==> src/rtl/onew_pkg.sv <==
package onew_pkg;

  localparam int unsigned US_W = 11;

  typedef enum logic [1:0] {
    OP_RESET = 2'b00,
    OP_WRITE = 2'b01,
    OP_READ  = 2'b10,
    OP_NONE  = 2'b11
  } onew_op_e;

  typedef enum logic [1:0] {
    PH_IDLE = 2'b00,
    PH_LOW  = 2'b01,
    PH_MID  = 2'b10,
    PH_TAIL = 2'b11
  } onew_phase_e;

  // standard speed durations, microseconds
  localparam int unsigned STD_RST_LOW  = 480;
  localparam int unsigned STD_RST_SMP  = 70;
  localparam int unsigned STD_RST_REC  = 1000;
  localparam int unsigned STD_W1_LOW   = 6;
  localparam int unsigned STD_W1_REL   = 64;
  localparam int unsigned STD_W0_LOW   = 60;
  localparam int unsigned STD_W0_REL   = 10;
  localparam int unsigned STD_RD_LOW   = 6;
  localparam int unsigned STD_RD_SMP   = 9;
  localparam int unsigned STD_RD_TAIL  = 55;

  // overdrive durations, microseconds
  localparam int unsigned OVD_RST_LOW  = 48;
  localparam int unsigned OVD_RST_SMP  = 7;
  localparam int unsigned OVD_RST_REC  = 40;
  localparam int unsigned OVD_W1_LOW   = 1;
  localparam int unsigned OVD_W1_REL   = 10;
  localparam int unsigned OVD_W0_LOW   = 8;
  localparam int unsigned OVD_W0_REL   = 5;
  localparam int unsigned OVD_RD_LOW   = 1;
  localparam int unsigned OVD_RD_SMP   = 1;
  localparam int unsigned OVD_RD_TAIL  = 8;

  // Length in microseconds of one phase of one slot; 0 means the phase is skipped.
  function automatic logic [US_W-1:0] phase_us(onew_op_e op, logic wbit, logic fast,
                                               onew_phase_e ph);
    int unsigned v;
    v = 0;
    unique case (op)
      OP_RESET: begin
        if (ph == PH_LOW)  v = fast ? OVD_RST_LOW : STD_RST_LOW;
        if (ph == PH_MID)  v = fast ? OVD_RST_SMP : STD_RST_SMP;
        if (ph == PH_TAIL) v = fast ? OVD_RST_REC : STD_RST_REC;
      end
      OP_WRITE: begin
        if (ph == PH_LOW)
          v = wbit ? (fast ? OVD_W1_LOW : STD_W1_LOW) : (fast ? OVD_W0_LOW : STD_W0_LOW);
        if (ph == PH_MID)
          v = wbit ? (fast ? OVD_W1_REL : STD_W1_REL) : (fast ? OVD_W0_REL : STD_W0_REL);
      end
      OP_READ: begin
        if (ph == PH_LOW)  v = fast ? OVD_RD_LOW  : STD_RD_LOW;
        if (ph == PH_MID)  v = fast ? OVD_RD_SMP  : STD_RD_SMP;
        if (ph == PH_TAIL) v = fast ? OVD_RD_TAIL : STD_RD_TAIL;
      end
      default: v = 0;
    endcase
    return v[US_W-1:0];
  endfunction

  // Whether an operation samples the line at the end of its middle phase.
  function automatic logic op_samples(onew_op_e op);
    return (op == OP_RESET) || (op == OP_READ);
  endfunction

endpackage

==> src/rtl/onew_tick_gen.sv <==
module onew_tick_gen #(
  parameter int unsigned DIV = 50
) (
  input  logic clk,
  input  logic rst_n,
  input  logic clear,
  output logic tick
);
  localparam int unsigned PW = (DIV > 1) ? $clog2(DIV) : 1;
  localparam logic [PW-1:0] LAST = PW'(DIV - 1);

  logic [PW-1:0] pre_q;

  assign tick = (pre_q == LAST);

  always_ff @(posedge clk or negedge rst_n) begin
    if (!rst_n)     pre_q <= '0;
    else if (clear) pre_q <= '0;
    else if (tick)  pre_q <= '0;
    else            pre_q <= pre_q + 1'b1;
  end
endmodule

==> src/rtl/onew_sync.sv <==
module onew_sync #(
  parameter int unsigned STAGES = 2
) (
  input  logic clk,
  input  logic rst_n,
  input  logic d,
  output logic q
);
  logic [STAGES-1:0] sh_q;

  always_ff @(posedge clk or negedge rst_n) begin
    if (!rst_n) sh_q <= '1;
    else        sh_q <= {sh_q[STAGES-2:0], d};
  end

  assign q = sh_q[STAGES-1];
endmodule

==> src/rtl/onew_slot_seq.sv <==
module onew_slot_seq
  import onew_pkg::*;
(
  input  logic        clk,
  input  logic        rst_n,
  input  logic        start,
  input  onew_op_e    op_in,
  input  logic        wbit_in,
  input  logic        fast_in,
  input  logic        tick,
  input  logic        line_s,
  output onew_phase_e phase,
  output onew_op_e    op_q,
  output logic        busy,
  output logic        done,
  output logic        result,
  output logic        slot_end,
  output logic        sample_now
);
  logic [US_W-1:0] cnt_q;
  logic            wbit_q, fast_q;
  logic            ph_done;
  onew_phase_e     nxt;

  assign busy    = (phase != PH_IDLE);
  assign ph_done = busy && tick && (cnt_q == US_W'(1));

  always_comb begin
    unique case (phase)
      PH_LOW:  nxt = PH_MID;
      PH_MID:  nxt = (phase_us(op_q, wbit_q, fast_q, PH_TAIL) != '0) ? PH_TAIL : PH_IDLE;
      default: nxt = PH_IDLE;
    endcase
  end

  assign sample_now = ph_done && (phase == PH_MID) && op_samples(op_q);
  assign slot_end   = ph_done && (nxt == PH_IDLE);

  always_ff @(posedge clk or negedge rst_n) begin
    if (!rst_n) begin
      phase  <= PH_IDLE;
      op_q   <= OP_NONE;
      wbit_q <= 1'b0;
      fast_q <= 1'b0;
      cnt_q  <= '0;
      done   <= 1'b0;
      result <= 1'b0;
    end else begin
      done <= slot_end;
      if (start) begin
        phase  <= PH_LOW;
        op_q   <= op_in;
        wbit_q <= wbit_in;
        fast_q <= fast_in;
        cnt_q  <= phase_us(op_in, wbit_in, fast_in, PH_LOW);
        result <= 1'b0;
      end else if (busy && tick) begin
        if (ph_done) begin
          phase <= nxt;
          cnt_q <= phase_us(op_q, wbit_q, fast_q, nxt);
        end else begin
          cnt_q <= cnt_q - 1'b1;
        end
        if (sample_now) result <= line_s;
      end
    end
  end
endmodule

==> src/rtl/onew_master.sv <==
module onew_master
  import onew_pkg::*;
#(
  parameter int unsigned CLK_PER_US  = 50,
  parameter int unsigned SYNC_STAGES = 2
) (
  input  logic       clk,
  input  logic       rst_n,
  input  logic       cmd_valid,
  input  logic [1:0] cmd_op,
  input  logic       cmd_wbit,
  input  logic       cmd_fast,
  input  logic       pad_mode,
  output logic       busy,
  output logic       done,
  output logic       result,
  input  logic       bus_i,
  output logic       bus_o,
  output logic       bus_oe
);
  onew_op_e    op_in;
  onew_op_e    op_cur;
  onew_phase_e phase_w;
  logic        accept_w;
  logic        tick_w;
  logic        line_s_w;
  logic        slot_end_w;
  logic        sample_w;
  logic        drive_low_w;
  logic [1:0]  op_q_w;

  assign op_in    = onew_op_e'(cmd_op);
  assign accept_w = cmd_valid && !busy && (op_in != OP_NONE);

  onew_tick_gen #(.DIV(CLK_PER_US)) tick_i (
    .clk(clk), .rst_n(rst_n), .clear(accept_w), .tick(tick_w)
  );

  onew_sync #(.STAGES(SYNC_STAGES)) sync_i (
    .clk(clk), .rst_n(rst_n), .d(bus_i), .q(line_s_w)
  );

  onew_slot_seq seq_i (
    .clk(clk), .rst_n(rst_n), .start(accept_w),
    .op_in(op_in), .wbit_in(cmd_wbit), .fast_in(cmd_fast),
    .tick(tick_w), .line_s(line_s_w),
    .phase(phase_w), .op_q(op_cur),
    .busy(busy), .done(done), .result(result),
    .slot_end(slot_end_w), .sample_now(sample_w)
  );

  assign op_q_w      = op_cur;
  assign drive_low_w = (phase_w == PH_LOW);
  assign bus_o       = pad_mode ? 1'b0 : !drive_low_w;
  assign bus_oe      = pad_mode ? drive_low_w : 1'b1;
endmodule

==> config.mk <==
export PLATFORM = sky130hd
export DESIGN_NAME = onew_master
export DESIGN_NICKNAME = d
export VERILOG_FILES = /design/src/rtl/onew_pkg.sv /design/src/rtl/onew_tick_gen.sv /design/src/rtl/onew_sync.sv /design/src/rtl/onew_slot_seq.sv /design/src/rtl/onew_master.sv
export SDC_FILE = /design/constraint.sdc
export NUM_CORES = 1
export LEC_CHECK = 0
export BUFFER_PORTS_ARGS = -buffer_cell sky130_fd_sc_hd__buf_2
export CORE_ASPECT_RATIO = 1.5
export CORE_MARGIN = 1.5
export CORE_UTILIZATION = 52
export CTS_CLUSTER_SIZE = 16
export DETAILED_ROUTE_END_ITERATION = 8
export PLACE_DENSITY = 0.75
export SETUP_SLACK_MARGIN = 0.1
export SLEW_MARGIN = 15
export SYNTH_ARGS = -nofsm -noshare
export SYNTH_HDL_FRONTEND = slang
export SYNTH_HIERARCHICAL = 1
export SYNTH_SLANG_ARGS = --single-unit
==> constraint.sdc <==
create_clock -name clk -period 3.59 [get_ports clk]
set_clock_uncertainty 0.2 [all_clocks]
set_input_delay 0.359 -clock clk [delete_from_list [all_inputs] [get_ports clk]]
set_output_delay 0.359 -clock clk [all_outputs]
set_load 0.005 [all_outputs]
* Yosys cells after proc, flatten, opt, wreduce, memory -nomap -nowiden
Cells that the tools add are included.
Word-level totals: register bits after elaboration 27, logic and storage cells 85
Cells by class: equal/unequal tests 12, add/subtract/negate cells 2, reduce and logical (&&, ||, !) cells 20, multiplexer cells 42
Operators with widths (count):
- $mux W11 | 12
- $pmux W11 S3 | 2
- $mux W6 | 6
- $mux W9 | 3
- $pmux W11 S2 | 1
- $mux W7 | 2
- $eq A11 B1 Y1 const B | 1
- $reduce_bool A11 Y1 | 1
- $sub A11 B1 Y11 const B | 1
- $eq A2 B2 Y1 const B | 5
- $mux W10 | 1
- $mux W3 | 3
- $eq A2 B1 Y1 const B | 4
- $mux W2 | 4
- $mux W4 | 2
- $reduce_bool A2 Y1 | 4
- $logic_and A1 B1 Y1 | 7
- $add A6 B1 Y6 const B | 1
- $eq A6 B6 Y1 const B | 1
- $logic_not A2 Y1 | 3
- $mux W1 | 5
- $pmux W2 S2 | 1
- $reduce_and A2 Y1 | 2
- $logic_not A1 Y1 | 2
- other kinds (2) | 2

* Logic depth before layout (Yosys ltp)
depth after elaboration 14, depth in mapped cells 10, gate-level depth less buffers 9

* By module
Netlist, hierarchy kept.
Modules (own cells, without submodules):
- onew_slot_seq | seq. area each 478.0 um^2, cells an instance 171, area an instance 1492.7 um^2, instances 1
- onew_tick_gen | seq. area each 150.1 um^2, cells an instance 26, area an instance 281.5 um^2, instances 1
- onew_sync | seq. area each 52.6 um^2, cells an instance 2, area an instance 52.6 um^2, instances 1
- onew_master | seq. area each 0.0 um^2, cells an instance 6, area an instance 33.8 um^2, instances 1

* Worst setup path before layout
No wires, ideal clock.
path type register to register, start point reg tick_i.pre_q[1], end point reg seq_i.cnt_q[2], required time 3.256 ns, path buffers 1, cell stages (with the launch flop) 10, library setup time 0.134 ns, period minus slack after synthesis 2.216 ns, arrival time 1.882 ns, slack 1.374 ns, cell sequence dfrtp_1 inv_1 ha_1 and4_1 nor4bb_1 and3_1 buf_4 nor3_1 a222oi_1 o21ai_1
Between the ends: word-level cells in the longest chain between the ends 6
Ends and longest elaborated chain:
- start, declared | line onew_tick_gen.sv:12 | logic [PW-1:0] pre_q;
- start signal, assigned | line onew_tick_gen.sv:20 | else pre_q <= pre_q + 1'b1;
- $eq A6 B6 Y1 (*) | line onew_tick_gen.sv:14 | assign tick = (pre_q == LAST);
- net tick_w | line onew_master.sv:25 | logic tick_w;
- $logic_and A1 B1 Y1 (*) | line onew_slot_seq.sv:26, onew_slot_seq.sv:57
- $logic_and A1 B1 Y1 | line onew_slot_seq.sv:26 | assign ph_done = busy && tick && (cnt_q == US_W'(1));
- $mux W11 | line onew_slot_seq.sv:58 | if (ph_done) begin
- $mux W11 | line onew_slot_seq.sv:57 | end else if (busy && tick) begin
- $mux W11 | line onew_slot_seq.sv:50 | if (start) begin
- end signal, assigned | line onew_slot_seq.sv:55 | cnt_q <= phase_us(op_in, wbit_in, fast_in, PH_LOW);
- end signal, assigned | line onew_slot_seq.sv:60 | cnt_q <= phase_us(op_q, wbit_q, fast_q, nxt);
- end signal, assigned | line onew_slot_seq.sv:62 | cnt_q <= cnt_q - 1'b1;
- end, declared | line onew_slot_seq.sv:20 | logic [US_W-1:0] cnt_q;
The timed path passes the listed nets; every way through them passes the cells marked *. The select of a mux whose other input is x is not followed. A chain may end at the register's enable or synchronous reset.

* Final worst setup path
start point reg tick_i.pre_q[1], end point reg seq_i.cnt_q[1]
The elaborated chain is that of the path after synthesis.

==> flow_summary.ini <==
[sta]
fin_crit_sh = 0.740
slew_violations = 0
setup_tns_ns = 0
hold_viol = 0
holdWs_ns = 0.165
worst_slew_pin_slew_ns = 0.567
setup_viol = 0
fmax_mhz = 376
rsz0062_at_grt = no
min_period_ns = 2.66
relSlewSlack = 0.617

[clock_network]
cts_resized = 0
numCtsBuffers = 3
tritoncts = yes
cts.clk_slew.worst_paths_ns = 0.09
cts_sinks = 27
clock-root-buffer = clkbuf_8
clk_latency_ns = 0.27
htree_levels = 1
cts_buffer_depth = 2

[pwr]
peakVddDrop_uv = 385
power.density_mw_per_mm2 = 528
p_leak_nw = 0.876

[final_layout]
mostFrequentLayoutCells = nor2_1 (23), dfrtp_1 (23), inv_1 (17)
synthToLayoutAreaGrowth_pct = 7.41
ff_latch_area_sq_um = 681
finalNetCount = 238
drive_above_1_share = 0.152
stdcell_count = 259
diodes = 0
multi_input_area_sq_mm = 0.00105
n_fill_cell = 313

[setup_path]
cp_slowest_stage_delay_ns = 0.48
crit_chain = inv_1 > ha_1 > and4_1 > nor4bb_1 > and3_1 > nor3_1 > a222oi_1 > o21ai_1
crit_path_top_delay_cell = nor4bb_1
cp_num_buf_inv = 1
crit_arrival_ns = 2.60
criticalPathCategory = reg -> reg
critPathTopFamily = simple AND/OR/NAND/NOR gates
crit_required_ns = 3.53
crit_path_end_kind = flip-flop
path_max_fanout = 8
startpoint_type = flip-flop

[floorplanning]
num_io_pins = 14
row_count = 26
die_y_um = 76.2
fp.dieW_um = 51.8
start_util = 0.544
dieArea_sq_mm = 0.00395
coreArea_sq_mm = 0.00342

[flow_run]
cap_viol_max_count = 0

[grt]
grt_pass1_wl_um = 6800
grt_max_degree = 28
grt_pass1_vias = 1563
gr-total-overflow = 0
antenna_found_initial = 0
track_usage = 0.224

[routing]
vias_per_cell = 5.86
drc = 0
num_vias = 1517
dr.first_iter.drc_count = 33
firstDrtPassIters = 4
drt_wl_total_um = 4010
ant_nets = 0
post_drt_wl_per_cell_um = 15.5

[synthesis]
yosysWarnings = 6
netlist_area_sq_mm = 0.00186
syn_nets = 224
synth_cells = 204
synth_area_per_cell_sq_um = 9.10

[status]
status = complete, no violations

[placed_design]
portBuffers = 13
place.gp.congestion = 0.905
place_inst = 253
dp_hpwl_um = 3060

[worst_hold_path]
hp-class = reg -> reg
worst paths after layout:
| kind | endpoint | slack (ns) | cells past startpoint | start |
|---|---|---|---|---|
| max in group asynchronous | seq_i/op_q[0] | 2.40 | 2 | rst_n |
| max reg2reg | seq_i/cnt_q[1] | 0.93 | 8 | tick_i/pre_q[1] |
| min reg2reg | sync_i/sh_q[1] | 0.17 | 0 | sync_i/sh_q[0] |
| min | sync_i/sh_q[1] | 0.17 | 0 | sync_i/sh_q[0] |
| min in group asynchronous | seq_i/cnt_q[9] | 0.41 | 2 | rst_n |
| max | seq_i/cnt_q[1] | 0.93 | 8 | tick_i/pre_q[1] |
per-layer routing:
| layer | track usage | wire length (um) |
|---|---|---|
| met1 | 0.261 | 1640 |
| met2 | 0.388 | 2120 |
| met3 | 0.0235 | 146 |
| met4 | 0.116 | 106 |
| met5 | 0 | 0 |
sequential cells by signal (all words and copies together) (netlist names):
name,cells
seq_i/wbit_q,1
seq_i/done,1
sync_i/sh_q,2
seq_i/op_q,2
seq_i/result,1
seq_i/phase,2
seq_i/cnt_q,11
seq_i/fast_q,1
tick_i/pre_q,6
area by class of cell:
class | count | share of cell area
Inverter | 17 | 0.0320
Multi-Input combinational cell | 152 | 0.526
Clock inverter | 1 | 0.00376
Timing Repair Buffer | 17 | 0.0502
Tap cell | 42 | 0.0263
Clock buffer | 3 | 0.0207
Sequential cell | 27 | 0.341
timing repair:
item                      CTS  global route
hold endpoints to repair   24             0
hold buffers                2             0
setup buffers               0             0
worst reg2reg max path, stage by stage (launching register included):
cell	delay [ns]
dfrtp_1	0.42
inv_1	0.07
ha_1	0.16
and4_1	0.21
nor4bb_1	0.48
and3_1	0.45
nor3_1	0.15
a222oi_1	0.28
o21ai_1	0.11
report_power, final:
part | switching (mW) | internal (mW)
logic | 0.209 | 0.161
registers | 0.119 | 0.391
clock network | 0.0944 | 0.0786
total | 0.422 | 0.631
through the flow:
stage / setup slack, ns / cell area (sq um) / utilization / total power, mW
2_1_floorplan: 1.37 / 1860 / - / 0.766
3_3_place_gp: 0.975 / 1930 / 0.564 / 0.869
3_5_place_dp: 0.976 / 1930 / 0.564 / 0.876
4_1_cts: 0.953 / 1990 / 0.584 / 1.06
5_1_grt: 0.671 / 1990 / 0.584 / 1.13
6_report: 0.933 / 1990 / 0.584 / 1.05
Power figures use the tool's default switching activity.
